===== src/rtl/ssp_pkg.sv =====
`timescale 1ns/1ps
package ssp_pkg;
   localparam int unsigned BUS_W = 8;

   typedef enum logic [1:0] {
      SEL_DATA = 2'd0,
      SEL_STAT = 2'd1,
      SEL_CTRL = 2'd2,
      SEL_RATE = 2'd3
   } reg_sel_e;

   // control field positions
   localparam int unsigned C_EXT  = 0;
   localparam int unsigned C_PRE  = 1;
   localparam int unsigned C_TXI  = 2;
   localparam int unsigned C_RXEN = 3;
   localparam int unsigned C_RUN  = 6;

   // status field positions
   localparam int unsigned S_TBE = 0;
   localparam int unsigned S_RBF = 1;
   localparam int unsigned S_TSC = 2;
   localparam int unsigned S_OVR = 3;

   typedef struct packed {
      logic run;
      logic rx_en;
      logic txi_on_done;
      logic pre_div;
      logic ext_clk;
   } ctrl_t;
endpackage


===== src/rtl/ssp_baud_gen.sv =====
`timescale 1ns/1ps
module ssp_baud_gen #(
   parameter int unsigned BAUD_W  = 8,
   parameter int unsigned PRE_DIV = 4
) (
   input  logic              clk,
   input  logic              rst_n,
   input  logic              run,
   input  logic              use_pre,
   input  logic [BAUD_W-1:0] reload,
   output logic              tick
);
   logic              pre_stb;
   logic [BAUD_W-1:0] cnt_q;

   generate
      if (PRE_DIV > 1) begin : g_pre
         localparam int unsigned PC_W = $clog2(PRE_DIV);
         logic [PC_W-1:0] pc_q;
         always_ff @(posedge clk or negedge rst_n) begin
            if (!rst_n)                           pc_q <= '0;
            else if (!run)                        pc_q <= '0;
            else if (pc_q == PC_W'(PRE_DIV - 1))  pc_q <= '0;
            else                                  pc_q <= pc_q + 1'b1;
         end
         assign pre_stb = !use_pre || (pc_q == PC_W'(PRE_DIV - 1));
      end else begin : g_nopre
         logic unused_pre;
         assign unused_pre = use_pre;
         assign pre_stb    = 1'b1;
      end
   endgenerate

   always_ff @(posedge clk or negedge rst_n) begin
      if (!rst_n)         cnt_q <= '0;
      else if (!run)      cnt_q <= reload;
      else if (pre_stb)   cnt_q <= (cnt_q == '0) ? reload : cnt_q - 1'b1;
   end

   assign tick = run && pre_stb && (cnt_q == '0);
endmodule


===== src/rtl/ssp_edge_sync.sv =====
`timescale 1ns/1ps
module ssp_edge_sync #(
   parameter int unsigned STAGES = 2
) (
   input  logic clk,
   input  logic rst_n,
   input  logic pin,
   output logic rise,
   output logic fall
);
   logic [STAGES-1:0] sync_q;
   logic              prev_q;

   always_ff @(posedge clk or negedge rst_n) begin
      if (!rst_n) begin
         sync_q <= '1;
         prev_q <= 1'b1;
      end else begin
         sync_q <= {sync_q[STAGES-2:0], pin};
         prev_q <= sync_q[STAGES-1];
      end
   end

   assign rise = sync_q[STAGES-1] && !prev_q;
   assign fall = !sync_q[STAGES-1] && prev_q;
endmodule


===== src/rtl/ssp_shift_engine.sv =====
`timescale 1ns/1ps
module ssp_shift_engine #(
   parameter int unsigned FRAME_BITS = 8
) (
   input  logic                  clk,
   input  logic                  rst_n,
   input  logic                  enable,
   input  logic                  use_ext,
   input  logic                  tick,
   input  logic                  ext_rise,
   input  logic                  ext_fall,
   input  logic                  pending,
   input  logic [FRAME_BITS-1:0] tx_word,
   input  logic                  rxd,
   output logic                  sclk_o,
   output logic                  txd_o,
   output logic                  busy_o,
   output logic                  take_o,
   output logic                  done_o,
   output logic                  finish_o,
   output logic [FRAME_BITS-1:0] rx_word_o
);
   localparam int unsigned CNT_W = (FRAME_BITS > 1) ? $clog2(FRAME_BITS) : 1;

   logic                  busy_q, sclk_q, txd_q;
   logic [FRAME_BITS-1:0] tx_sr_q;
   logic [FRAME_BITS-1:1] rx_sr_q;
   logic [CNT_W-1:0]      bit_q;
   logic                  fall_w, rise_w, last_w;

   assign fall_w    = busy_q && (use_ext ? ext_fall : (tick && sclk_q));
   assign rise_w    = busy_q && (use_ext ? ext_rise : (tick && !sclk_q));
   assign last_w    = (bit_q == CNT_W'(FRAME_BITS - 1));
   assign done_o    = rise_w && last_w;
   assign take_o    = enable && pending && (!busy_q || done_o);
   assign finish_o  = done_o && !pending;
   assign rx_word_o = {rxd, rx_sr_q};

   always_ff @(posedge clk or negedge rst_n) begin
      if (!rst_n) begin
         busy_q  <= 1'b0;
         sclk_q  <= 1'b1;
         txd_q   <= 1'b1;
         tx_sr_q <= '0;
         rx_sr_q <= '0;
         bit_q   <= '0;
      end else if (!enable) begin
         busy_q <= 1'b0;
         sclk_q <= 1'b1;
         txd_q  <= 1'b1;
         bit_q  <= '0;
      end else begin
         if (fall_w) begin
            sclk_q  <= 1'b0;
            txd_q   <= tx_sr_q[0];
            tx_sr_q <= tx_sr_q >> 1;
         end
         if (rise_w) begin
            sclk_q  <= 1'b1;
            rx_sr_q <= rx_word_o[FRAME_BITS-1:1];
            bit_q   <= last_w ? '0 : bit_q + 1'b1;
         end
         if (take_o) begin
            tx_sr_q <= tx_word;
            busy_q  <= 1'b1;
         end else if (finish_o) begin
            busy_q  <= 1'b0;
         end
      end
   end

   assign sclk_o = sclk_q;
   assign txd_o  = txd_q;
   assign busy_o = busy_q;
endmodule


===== src/rtl/sync_serial_port.sv =====
`timescale 1ns/1ps
module sync_serial_port
   import ssp_pkg::*;
#(
   parameter int unsigned FRAME_BITS  = 8,
   parameter int unsigned BAUD_W      = 8,
   parameter int unsigned PRE_DIV     = 4,
   parameter int unsigned SYNC_STAGES = 2
) (
   input  logic             clk,
   input  logic             rst_n,
   input  logic [1:0]       bus_addr,
   input  logic             bus_wr,
   input  logic             bus_rd,
   input  logic [BUS_W-1:0] bus_wdata,
   output logic [BUS_W-1:0] bus_rdata,
   input  logic             sclk_in,
   output logic             sclk_out,
   output logic             sclk_oe,
   input  logic             rxd,
   output logic             txd,
   output logic             rx_ready,
   output logic             tx_irq,
   output logic             rx_irq
);
   generate
      if (FRAME_BITS < 2 || FRAME_BITS > BUS_W) begin : g_bad_frame
         $error("FRAME_BITS must lie in 2..BUS_W");
      end
      if (BAUD_W < 1 || BAUD_W > BUS_W) begin : g_bad_baud
         $error("BAUD_W must lie in 1..BUS_W");
      end
      if (PRE_DIV < 1) begin : g_bad_pre
         $error("PRE_DIV must be at least 1");
      end
      if (SYNC_STAGES < 2) begin : g_bad_sync
         $error("SYNC_STAGES must be at least 2");
      end
   endgenerate

   ctrl_t                 ctrl_q;
   logic [BAUD_W-1:0]     rate_q;
   logic [FRAME_BITS-1:0] tx_buf_q, rx_buf_q;
   logic                  tbe_q, tsc_q, rbf_q, ovr_q;
   logic                  tx_irq_q, rx_irq_q;

   logic wr_data, wr_stat, wr_ctrl, wr_rate, rd_data;
   logic tick, ext_rise, ext_fall;
   logic eng_sclk, eng_txd, busy, take, done, finish;
   logic [FRAME_BITS-1:0] rx_word;
   logic store_ok, overrun;

   // named copies for the bound checker
   logic sync_en;
   assign sync_en = ctrl_q.run;

   assign wr_data = bus_wr && (reg_sel_e'(bus_addr) == SEL_DATA);
   assign wr_stat = bus_wr && (reg_sel_e'(bus_addr) == SEL_STAT);
   assign wr_ctrl = bus_wr && (reg_sel_e'(bus_addr) == SEL_CTRL);
   assign wr_rate = bus_wr && (reg_sel_e'(bus_addr) == SEL_RATE);
   assign rd_data = bus_rd && (reg_sel_e'(bus_addr) == SEL_DATA);

   ssp_baud_gen #(.BAUD_W(BAUD_W), .PRE_DIV(PRE_DIV)) u_rate (
      .clk     (clk),
      .rst_n   (rst_n),
      .run     (ctrl_q.run && busy && !ctrl_q.ext_clk),
      .use_pre (ctrl_q.pre_div),
      .reload  (rate_q),
      .tick    (tick)
   );

   ssp_edge_sync #(.STAGES(SYNC_STAGES)) u_ext (
      .clk   (clk),
      .rst_n (rst_n),
      .pin   (sclk_in),
      .rise  (ext_rise),
      .fall  (ext_fall)
   );

   ssp_shift_engine #(.FRAME_BITS(FRAME_BITS)) u_eng (
      .clk       (clk),
      .rst_n     (rst_n),
      .enable    (ctrl_q.run),
      .use_ext   (ctrl_q.ext_clk),
      .tick      (tick),
      .ext_rise  (ext_rise),
      .ext_fall  (ext_fall),
      .pending   (!tbe_q),
      .tx_word   (tx_buf_q),
      .rxd       (rxd),
      .sclk_o    (eng_sclk),
      .txd_o     (eng_txd),
      .busy_o    (busy),
      .take_o    (take),
      .done_o    (done),
      .finish_o  (finish),
      .rx_word_o (rx_word)
   );

   assign store_ok = done && ctrl_q.rx_en && (!rbf_q || rd_data);
   assign overrun  = done && ctrl_q.rx_en && rbf_q && !rd_data;

   always_ff @(posedge clk or negedge rst_n) begin
      if (!rst_n) begin
         ctrl_q   <= '0;
         rate_q   <= '0;
         tx_buf_q <= '0;
         rx_buf_q <= '0;
         tbe_q    <= 1'b1;
         tsc_q    <= 1'b1;
         rbf_q    <= 1'b0;
         ovr_q    <= 1'b0;
         tx_irq_q <= 1'b0;
         rx_irq_q <= 1'b0;
      end else begin
         if (wr_ctrl) begin
            ctrl_q.run         <= bus_wdata[C_RUN];
            ctrl_q.rx_en       <= bus_wdata[C_RXEN];
            ctrl_q.txi_on_done <= bus_wdata[C_TXI];
            ctrl_q.pre_div     <= bus_wdata[C_PRE];
            ctrl_q.ext_clk     <= bus_wdata[C_EXT];
         end
         if (wr_rate) rate_q <= bus_wdata[BAUD_W-1:0];
         if (wr_data) tx_buf_q <= bus_wdata[FRAME_BITS-1:0];

         if (wr_data)   tbe_q <= 1'b0;
         else if (take) tbe_q <= 1'b1;

         if (!ctrl_q.run)         tsc_q <= 1'b1;
         else if (take && !busy)  tsc_q <= 1'b0;
         else if (finish)         tsc_q <= 1'b1;

         if (store_ok) begin
            rbf_q    <= 1'b1;
            rx_buf_q <= rx_word;
         end else if (rd_data) begin
            rbf_q    <= 1'b0;
         end

         if (overrun)      ovr_q <= 1'b1;
         else if (wr_stat) ovr_q <= 1'b0;

         tx_irq_q <= ctrl_q.txi_on_done ? (finish && ctrl_q.run) : (take && !wr_data);
         rx_irq_q <= store_ok;
      end
   end

   always_comb begin
      bus_rdata = '0;
      unique case (reg_sel_e'(bus_addr))
         SEL_DATA: bus_rdata[FRAME_BITS-1:0] = rx_buf_q;
         SEL_STAT: begin
            bus_rdata[S_TBE] = tbe_q;
            bus_rdata[S_RBF] = rbf_q;
            bus_rdata[S_TSC] = tsc_q;
            bus_rdata[S_OVR] = ovr_q;
         end
         SEL_CTRL: begin
            bus_rdata[C_RUN]  = ctrl_q.run;
            bus_rdata[C_RXEN] = ctrl_q.rx_en;
            bus_rdata[C_TXI]  = ctrl_q.txi_on_done;
            bus_rdata[C_PRE]  = ctrl_q.pre_div;
            bus_rdata[C_EXT]  = ctrl_q.ext_clk;
         end
         SEL_RATE: bus_rdata[BAUD_W-1:0] = rate_q;
         default:  bus_rdata = '0;
      endcase
   end

   assign sclk_out = ctrl_q.ext_clk ? 1'b1 : eng_sclk;
   assign sclk_oe  = ctrl_q.run && !ctrl_q.ext_clk;
   assign txd      = eng_txd;
   assign rx_ready = ctrl_q.run && ctrl_q.rx_en;
   assign tx_irq   = tx_irq_q;
   assign rx_irq   = rx_irq_q;
endmodule


===== config.mk =====
export PLATFORM = sky130hd
export DESIGN_NAME = sync_serial_port
export DESIGN_NICKNAME = d
export VERILOG_FILES = /design/src/rtl/ssp_pkg.sv /design/src/rtl/ssp_baud_gen.sv /design/src/rtl/ssp_edge_sync.sv /design/src/rtl/ssp_shift_engine.sv /design/src/rtl/sync_serial_port.sv
export SDC_FILE = /design/constraint.sdc
export NUM_CORES = 1
export LEC_CHECK = 0
export CAP_MARGIN = 20
export CORE_MARGIN = 5
export CORE_UTILIZATION = 57
export CTS_CLUSTER_DIAMETER = 60
export DETAILED_ROUTE_END_ITERATION = 8
export HOLD_SLACK_MARGIN = 0.06
export PLACE_DENSITY_LB_ADDON = 0.2
export SLEW_MARGIN = 20
export SYNTH_ARGS = -nofsm -noshare
export SYNTH_HDL_FRONTEND = slang
export SYNTH_SLANG_ARGS = --single-unit

===== constraint.sdc =====
create_clock -name clk -period 2.53 [get_ports clk]
set_clock_uncertainty 0.1 [all_clocks]
set_input_delay 0.6325 -clock clk [delete_from_list [all_inputs] [get_ports clk]]
set_output_delay 0.6325 -clock clk [all_outputs]
set_load 0.02 [all_outputs]

==> results of run 1 <==
## through the flow
step / area (sq um) / power, mW / hold slack [ps] / std cells
2_1_floorplan: 3390 / 2.18 / 237 / 289
3_3_place_gp: 3890 / 2.48 / 247 / 401
3_5_place_dp: 3890 / 2.52 / 254 / 401
4_1_cts: 4130 / 3.56 / 176 / 417
5_1_grt: 4120 / 3.75 / 203 / 417
6_report: 4120 / 3.56 / 161 / 417
## layer usage
metal	vias to the layer above	track usage
met5	-	0
met4	0	0.119
met3	15	0.0473
met2	85	0.338
met1	1257	0.310
li1	1153	-
## sequential cells by signal, summed over array words and instances, names as in the netlist, 2 cells and up
| register | cells |
|---|---|
| tx_buf_q | 8 |
| rx_buf_q | 8 |
| u_rate.cnt_q | 8 |
| u_eng.tx_sr_q | 8 |
| u_ext.sync_q | 2 |
| ctrl_q | 4 |
| u_eng.rx_sr_q | 7 |
| rate_q | 8 |
| u_eng.bit_q | 3 |
| u_rate.g_pre.pc_q | 2 |
## area by class of cell
| type | count | area (sq um) |
|---|---|---|
| clock buffer | 11 | 151 |
| tap | 75 | 93.8 |
| fill | 421 | 1730 |
| multi-input combinational | 195 | 1580 |
| clock inverter | 5 | 82.6 |
| timing repair buffer | 49 | 425 |
| sequential | 69 | 1740 |
| inverter | 13 | 48.8 |
## logic make-up (layout without fill, tap and decap cells)
logic type	Yosys count	in the layout
flip-flops	69	69
AND/OR/NAND/NOR	73	73
multiplexers	50	50
adder cells (fa/ha/maj)	11	11
buffers and inverters	25	78
AO/OA/AOI/OAI	61	61
## report_power, final
part / total, mW / leakage [nW] / internal, mW / switching (mW)
Combinational: 0.915 / 0.836 / 0.463 / 0.452
Sequential: 1.60 / 0.839 / 1.35 / 0.246
Clock: 1.05 / 0.120 / 0.611 / 0.441
## how the worst max path moves through the flow
stage	startpoint	end	slack, ps	cells after the start
6_report	bus_addr[0]	bus_rdata[5]	50	7
5_1_grt	bus_addr[0]	bus_rdata[2]	0.6	6
4_1_cts	bus_addr[1]	bus_rdata[3]	-10	6
3_5_place_dp	bus_addr[0]	bus_rdata[3]	-770	6
3_3_place_gp	bus_addr[0]	bus_rdata[3]	-700	6
2_1_floorplan	bus_addr[1]	bus_rdata[0]	270	4
## worst max-delay path: stages
cell	delay (ps)
sky130_fd_sc_hd__buf_2	160
sky130_fd_sc_hd__inv_2	80
sky130_fd_sc_hd__ha_1	220
sky130_fd_sc_hd__buf_4	160
sky130_fd_sc_hd__a22oi_1	150
sky130_fd_sc_hd__nor2_1	60
sky130_fd_sc_hd__clkdlybuf4s15_1	280
## layout by cell type, fill, tap and decap left out, drive strengths merged, types with 3 or more instances in the layout
cell and instances:
o21ai 10, nand2 24, clkinv 3, nor2b 4, a221o 7, a222oi 5
o22ai 5, nor2 14, o211ai 4, and2 4, mux2 42, clkbuf 13
inv 13, nand4 5, dfrtp 62, nand3b 3, ha 11, buf 27
a22o 6, a22oi 4, a21oi 13, mux2i 8, clkdlybuf4s50 16, nand3 9
or2 3, dfstp 7
## timing repair
item	in CTS	in global routing
resized for setup	40	7
setup endpoints to repair	10	9
pin swaps	1	1
gates cloned	0	0
==> flow_results.xml, run 1 <==
<?xml version="1.0" encoding="UTF-8"?>
<metrics>
  <group name="logic_synthesis">
    <metric name="synth_top_family_by_area" unit="">multiplexers</metric>
    <metric name="synth_top_area_frac" unit="">0.457</metric>
    <metric name="gate_count_after_technology_mapping" unit="">289</metric>
    <metric name="muxShareOfSynthArea" unit="">0.163</metric>
    <metric name="synthesized_cell_area" unit="sq um">3390</metric>
    <metric name="async_flop_share" unit="">1.00</metric>
    <metric name="post_synthesis_net_count" unit="">316</metric>
    <metric name="synth_warnings" unit="">0</metric>
    <metric name="area_fraction_in_compound_gates_after_synthesis" unit="">0.132</metric>
    <metric name="synth-seq-cells" unit="">69</metric>
    <metric name="synth.most_common_cell" unit="">sky130_fd_sc_hd__dfrtp_1</metric>
    <metric name="post_synth_edffs" unit="">0</metric>
    <metric name="synth_area_leaders" unit="">sky130_fd_sc_hd__dfrtp_1 46%, sky130_fd_sc_hd__mux2_2 14%, sky130_fd_sc_hd__dfstp_2 5.4%</metric>
    <metric name="netlist-cell-type-count" unit="">43</metric>
    <metric name="synth_top_cells_by_count" unit="">62 x sky130_fd_sc_hd__dfrtp_1, 42 x sky130_fd_sc_hd__mux2_2, 23 x sky130_fd_sc_hd__nand2_1</metric>
    <metric name="seq_area_frac_synth" unit="">0.511</metric>
    <metric name="synth-adder-area-share" unit="">0.0406</metric>
    <metric name="syn_avg_cell_area" unit="sq um">11.7</metric>
    <metric name="synth-xor-area-share" unit="">0</metric>
    <metric name="synthDominantAreaCellType" unit="">sky130_fd_sc_hd__dfrtp_1</metric>
    <metric name="post_synth_and_or_nand_nor_area_fraction" unit="">0.121</metric>
    <metric name="synth_flop_cell" unit="">sky130_fd_sc_hd__dfrtp_1</metric>
  </group>
  <group name="sta">
    <metric name="tns" unit="ps">0</metric>
    <metric name="tightest_slew" unit="ps">548</metric>
    <metric name="fin_crit_sh" unit="">0.982</metric>
    <metric name="max_clock_freq" unit="MHz">403</metric>
    <metric name="rsz0062_at_grt" unit="">false</metric>
    <metric name="final-setup-viol-count" unit="">0</metric>
    <metric name="max_slew_margin" unit="">0.635</metric>
    <metric name="final_max_slew_viol_count" unit="">0</metric>
    <metric name="finalHoldViolations" unit="">0</metric>
    <metric name="setup_slack" unit="ps">46.0</metric>
    <metric name="layout_min_cycle_time" unit="ps">2480</metric>
  </group>
  <group name="floorplan">
    <metric name="die_h" unit="um">87.2</metric>
    <metric name="fp-row-count" unit="">28</metric>
    <metric name="die-width" unit="um">87.2</metric>
    <metric name="initial_utilization" unit="">0.580</metric>
    <metric name="dieArea" unit="sq um">7600</metric>
    <metric name="floorplan.io_pins" unit="">30</metric>
    <metric name="area_of_the_placeable_core" unit="sq um">5850</metric>
  </group>
  <group name="drt">
    <metric name="detailed_router_iteration_count_before_antenna_repair" unit="">6</metric>
    <metric name="detail_route.iter0.violations" unit="">172</metric>
    <metric name="vias" unit="">2510</metric>
    <metric name="drt_wl_total" unit="mm">7.63</metric>
    <metric name="vias_per_cell" unit="">6.02</metric>
    <metric name="postRouteAntennaNets" unit="">0</metric>
    <metric name="detail_route.wirelength.met1" unit="mm">3.49</metric>
    <metric name="drt_drc_violations_left" unit="">0</metric>
    <metric name="detailroute.wirelength.met2" unit="mm">3.56</metric>
    <metric name="topRoutingLayerUsed" unit="">met4</metric>
    <metric name="wl_per_cell" unit="um">18.3</metric>
    <metric name="wl_met3" unit="um">422</metric>
  </group>
  <group name="setup_path">
    <metric name="depth_of_the_worst_register_to_register_path" unit="">7</metric>
    <metric name="timing_worst_setup_path_type" unit="">in -&gt; out</metric>
    <metric name="worstPathArrival" unit="ps">1750</metric>
    <metric name="rr_startpoint" unit="">u_rate.cnt_q[0]</metric>
    <metric name="end_kind" unit="">output port</metric>
    <metric name="ff2ff_setup_slack" unit="ps">150</metric>
    <metric name="critical_path.startpoint_type" unit="">primary input</metric>
    <metric name="timing.rr.end" unit="">u_eng.tx_sr_q[4]</metric>
    <metric name="cp.required" unit="ps">1800</metric>
    <metric name="worst-path-max-fanout" unit="">5</metric>
  </group>
  <group name="layout">
    <metric name="antenna-diode-count" unit="">0</metric>
    <metric name="utilization_of_the_core_after_routing" unit="">0.704</metric>
    <metric name="drive_gt1_frac" unit="">0.330</metric>
    <metric name="syn_to_final_growth" unit="%">21.3</metric>
    <metric name="nets" unit="">364</metric>
  </group>
  <group name="global_route">
    <metric name="first_global_vias" unit="">2573</metric>
    <metric name="antenna_violations_before_repair" unit="">0</metric>
    <metric name="grt_pass1_wl" unit="mm">12.9</metric>
    <metric name="total_overflow_reported_by_the_global_router" unit="">0</metric>
    <metric name="track_usage" unit="">0.226</metric>
    <metric name="grt_max_degree" unit="">34</metric>
  </group>
  <group name="place">
    <metric name="dp_slack" unit="ps">-768</metric>
    <metric name="gp_congestion" unit="">0.871</metric>
    <metric name="hpwlAfterDp" unit="mm">5.40</metric>
    <metric name="io_buffers" unit="">29</metric>
  </group>
  <group name="clocking">
    <metric name="max-clock-path-buffers" unit="">2</metric>
    <metric name="insertion_delay" unit="ps">350</metric>
    <metric name="cts_tree" unit="">yes</metric>
    <metric name="hold_buffer_count_at_cts" unit="">0</metric>
    <metric name="cts_sinks" unit="">69</metric>
    <metric name="clkTransAtPathRegs" unit="ps">80</metric>
    <metric name="cts_setup_buffers" unit="">0</metric>
    <metric name="htree_levels" unit="">3</metric>
    <metric name="numCtsBuffers" unit="">9</metric>
    <metric name="clock_tree.root_cell" unit="">sky130_fd_sc_hd__clkbuf_8</metric>
  </group>
  <group name="power_and_ir_drop">
    <metric name="leak" unit="nW">1.80</metric>
    <metric name="vdd_ir_drop_max" unit="uV">522</metric>
    <metric name="powerDensity" unit="nW/um^2">866</metric>
  </group>
  <group name="run">
    <metric name="maxCapViolCount" unit="">0</metric>
  </group>
  <group name="outcome">
    <metric name="outcome" unit="">complete, no violations</metric>
  </group>
  <group name="min_path">
    <metric name="holdCritPathClass" unit="">in -&gt; async</metric>
  </group>
</metrics>
Power figures use the tool's default switching activity.
==> run 2: changes to the inputs <==
--- a/config.mk
+++ b/config.mk
@@ -9,9 +9,10 @@
 export CORE_MARGIN = 5
 export CORE_UTILIZATION = 57
 export CTS_CLUSTER_DIAMETER = 60
+export CTS_CLUSTER_SIZE = 14
 export DETAILED_ROUTE_END_ITERATION = 8
 export HOLD_SLACK_MARGIN = 0.06
-export PLACE_DENSITY_LB_ADDON = 0.2
+export PLACE_DENSITY = 0.79
 export SLEW_MARGIN = 20
 export SYNTH_ARGS = -nofsm -noshare
 export SYNTH_HDL_FRONTEND = slang
==> run 2 against run 1 <==
Net effect:
- core utilization down 0.13 points
- die area unchanged
- sequential power about the same
- critical endpoint is now bus_rdata[4]
- combinational power down 5.1%
- worst hold slack worse by 4.0 ps
- routed wire length down 6.5%
- largest cell class unchanged
- largest power group unchanged
- via count down 2.1%
- final cell count unchanged
- highest routed layer unchanged
==> flow_results.xml, run 2 (synthesized netlist as in run 1, its figures left out) <==
<?xml version="1.0" encoding="UTF-8"?>
<metrics>
  <group name="outcome">
    <metric name="outcome" unit="">complete, no violations</metric>
  </group>
  <group name="place">
    <metric name="hpwlAfterDp" unit="mm">5.13</metric>
    <metric name="io_buffers" unit="">29</metric>
    <metric name="dp_slack" unit="ps">-821</metric>
    <metric name="gp_congestion" unit="">0.871</metric>
  </group>
  <group name="drt">
    <metric name="drt_wl_total" unit="mm">7.14</metric>
    <metric name="topRoutingLayerUsed" unit="">met4</metric>
    <metric name="wl_per_cell" unit="um">17.1</metric>
    <metric name="detailroute.wirelength.met2" unit="mm">3.39</metric>
    <metric name="detail_route.wirelength.met1" unit="mm">3.26</metric>
    <metric name="vias_per_cell" unit="">5.89</metric>
    <metric name="detail_route.iter0.violations" unit="">185</metric>
    <metric name="drt_drc_violations_left" unit="">0</metric>
    <metric name="detailed_router_iteration_count_before_antenna_repair" unit="">5</metric>
    <metric name="wl_met3" unit="um">378</metric>
    <metric name="postRouteAntennaNets" unit="">0</metric>
    <metric name="vias" unit="">2458</metric>
  </group>
  <group name="floorplan">
    <metric name="area_of_the_placeable_core" unit="sq um">5850</metric>
    <metric name="dieArea" unit="sq um">7600</metric>
    <metric name="floorplan.io_pins" unit="">30</metric>
    <metric name="die-width" unit="um">87.2</metric>
    <metric name="fp-row-count" unit="">28</metric>
    <metric name="initial_utilization" unit="">0.580</metric>
    <metric name="die_h" unit="um">87.2</metric>
  </group>
  <group name="clocking">
    <metric name="hold_buffer_count_at_cts" unit="">0</metric>
    <metric name="max-clock-path-buffers" unit="">2</metric>
    <metric name="htree_levels" unit="">3</metric>
    <metric name="cts_tree" unit="">yes</metric>
    <metric name="clock_tree.root_cell" unit="">sky130_fd_sc_hd__clkbuf_8</metric>
    <metric name="insertion_delay" unit="ps">360</metric>
    <metric name="numCtsBuffers" unit="">9</metric>
    <metric name="cts_setup_buffers" unit="">0</metric>
    <metric name="clkTransAtPathRegs" unit="ps">80</metric>
    <metric name="cts_sinks" unit="">69</metric>
  </group>
  <group name="setup_path">
    <metric name="worstPathArrival" unit="ps">1720</metric>
    <metric name="cp.required" unit="ps">1800</metric>
    <metric name="end_kind" unit="">output port</metric>
    <metric name="worst-path-max-fanout" unit="">5</metric>
    <metric name="rr_startpoint" unit="">u_rate.cnt_q[0]</metric>
    <metric name="timing_worst_setup_path_type" unit="">in -&gt; out</metric>
    <metric name="critical_path.startpoint_type" unit="">primary input</metric>
    <metric name="timing.critical_path.from" unit="">bus_addr[0]</metric>
  </group>
  <group name="sta">
    <metric name="final-setup-viol-count" unit="">0</metric>
    <metric name="final_max_slew_viol_count" unit="">0</metric>
    <metric name="setup_slack" unit="ps">73.8</metric>
    <metric name="fin_crit_sh" unit="">0.971</metric>
    <metric name="tightest_slew" unit="ps">559</metric>
    <metric name="max_slew_margin" unit="">0.628</metric>
    <metric name="rsz0062_at_grt" unit="">true</metric>
    <metric name="finalHoldViolations" unit="">0</metric>
    <metric name="max_clock_freq" unit="MHz">407</metric>
    <metric name="layout_min_cycle_time" unit="ps">2460</metric>
    <metric name="hold-worst-slack" unit="ps">157</metric>
  </group>
  <group name="power_and_ir_drop">
    <metric name="design_power_total" unit="mW">3.50</metric>
    <metric name="powerDensity" unit="nW/um^2">851</metric>
    <metric name="leak" unit="nW">1.76</metric>
    <metric name="vdd_ir_drop_max" unit="uV">491</metric>
  </group>
  <group name="global_route">
    <metric name="grt_pass1_wl" unit="mm">12.3</metric>
    <metric name="first_global_vias" unit="">2503</metric>
    <metric name="track_usage" unit="">0.212</metric>
    <metric name="grt_max_degree" unit="">30</metric>
    <metric name="total_overflow_reported_by_the_global_router" unit="">0</metric>
    <metric name="antenna_violations_before_repair" unit="">0</metric>
  </group>
  <group name="layout">
    <metric name="utilization_of_the_core_after_routing" unit="">0.703</metric>
    <metric name="drive_gt1_frac" unit="">0.333</metric>
    <metric name="nets" unit="">364</metric>
    <metric name="most-common-layout-cells" unit="">61 x sky130_fd_sc_hd__dfrtp_1, 42 x sky130_fd_sc_hd__mux2_2, 23 x sky130_fd_sc_hd__nand2_1</metric>
    <metric name="fillerInstances" unit="">395</metric>
    <metric name="multi_input_combinational_cell_area" unit="sq um">1580</metric>
    <metric name="register_area" unit="sq um">1740</metric>
    <metric name="mostFrequentLayoutCell" unit="">sky130_fd_sc_hd__dfrtp_1</metric>
    <metric name="syn_to_final_growth" unit="%">21.1</metric>
    <metric name="antenna-diode-count" unit="">0</metric>
  </group>
  <group name="run">
    <metric name="maxCapViolCount" unit="">0</metric>
  </group>
  <group name="min_path">
    <metric name="holdCritPathClass" unit="">in -&gt; async</metric>
  </group>
</metrics>
run 2: final cells by class:
type                       count  share of cell area
tap                           75              0.0228
clock inverter                 7              0.0237
timing repair buffer          49               0.105
sequential                    69               0.423
inverter                      13              0.0119
clock buffer                   9              0.0301
multi-input combinational    195               0.384
run 2: worst max-delay path, stage by stage:
cell and delay, ps:
sky130_fd_sc_hd__buf_2 160, sky130_fd_sc_hd__inv_2 80, sky130_fd_sc_hd__ha_1 210, sky130_fd_sc_hd__buf_4 160, sky130_fd_sc_hd__a22oi_1 170, sky130_fd_sc_hd__nor2_1 60, sky130_fd_sc_hd__clkdlybuf4s15_2 250
run 2: metal layers:
| layer | vias up | global-route usage |
|---|---|---|
| li1 | 1160 | - |
| met1 | 1225 | 0.291 |
| met2 | 63 | 0.326 |
| met3 | 10 | 0.0482 |
| met4 | 0 | 0.0865 |
| met5 | - | 0 |
run 2: metrics by stage:
stage | std cells | setup TNS (ps) | cell area [sq um]
3_3_place_gp | 401 | -5400 | 3890
6_report | 417 | 0 | 4110
5_1_grt | 417 | -7.93 | 4110
3_5_place_dp | 401 | -6280 | 3890
2_1_floorplan | 289 | 0 | 3390
4_1_cts | 417 | 0 | 4120
run 2: timing repair:
action,CTS,global route
gates cloned,0,0
gates resized for setup,46,2
pin swaps,2,1
setup endpoints to repair,9,8
run 2: report_power, final:
part | total (mW) | switching, mW | internal, mW
logic | 0.868 | 0.420 | 0.449
registers | 1.61 | 0.258 | 1.35
clock network | 1.02 | 0.460 | 0.559
run 2: final timing paths:
kind	cells after the start	end	slack, ps
min in group clk	0	u_ext.sync_q[1]	260
max	7	bus_rdata[4]	70
max in group asynchronous	2	rx_buf_q[3]	1520
min	1	u_rate.cnt_q[0]	160
max reg2reg	7	u_eng.tx_sr_q[5]	230
min reg2reg	0	u_ext.sync_q[1]	260
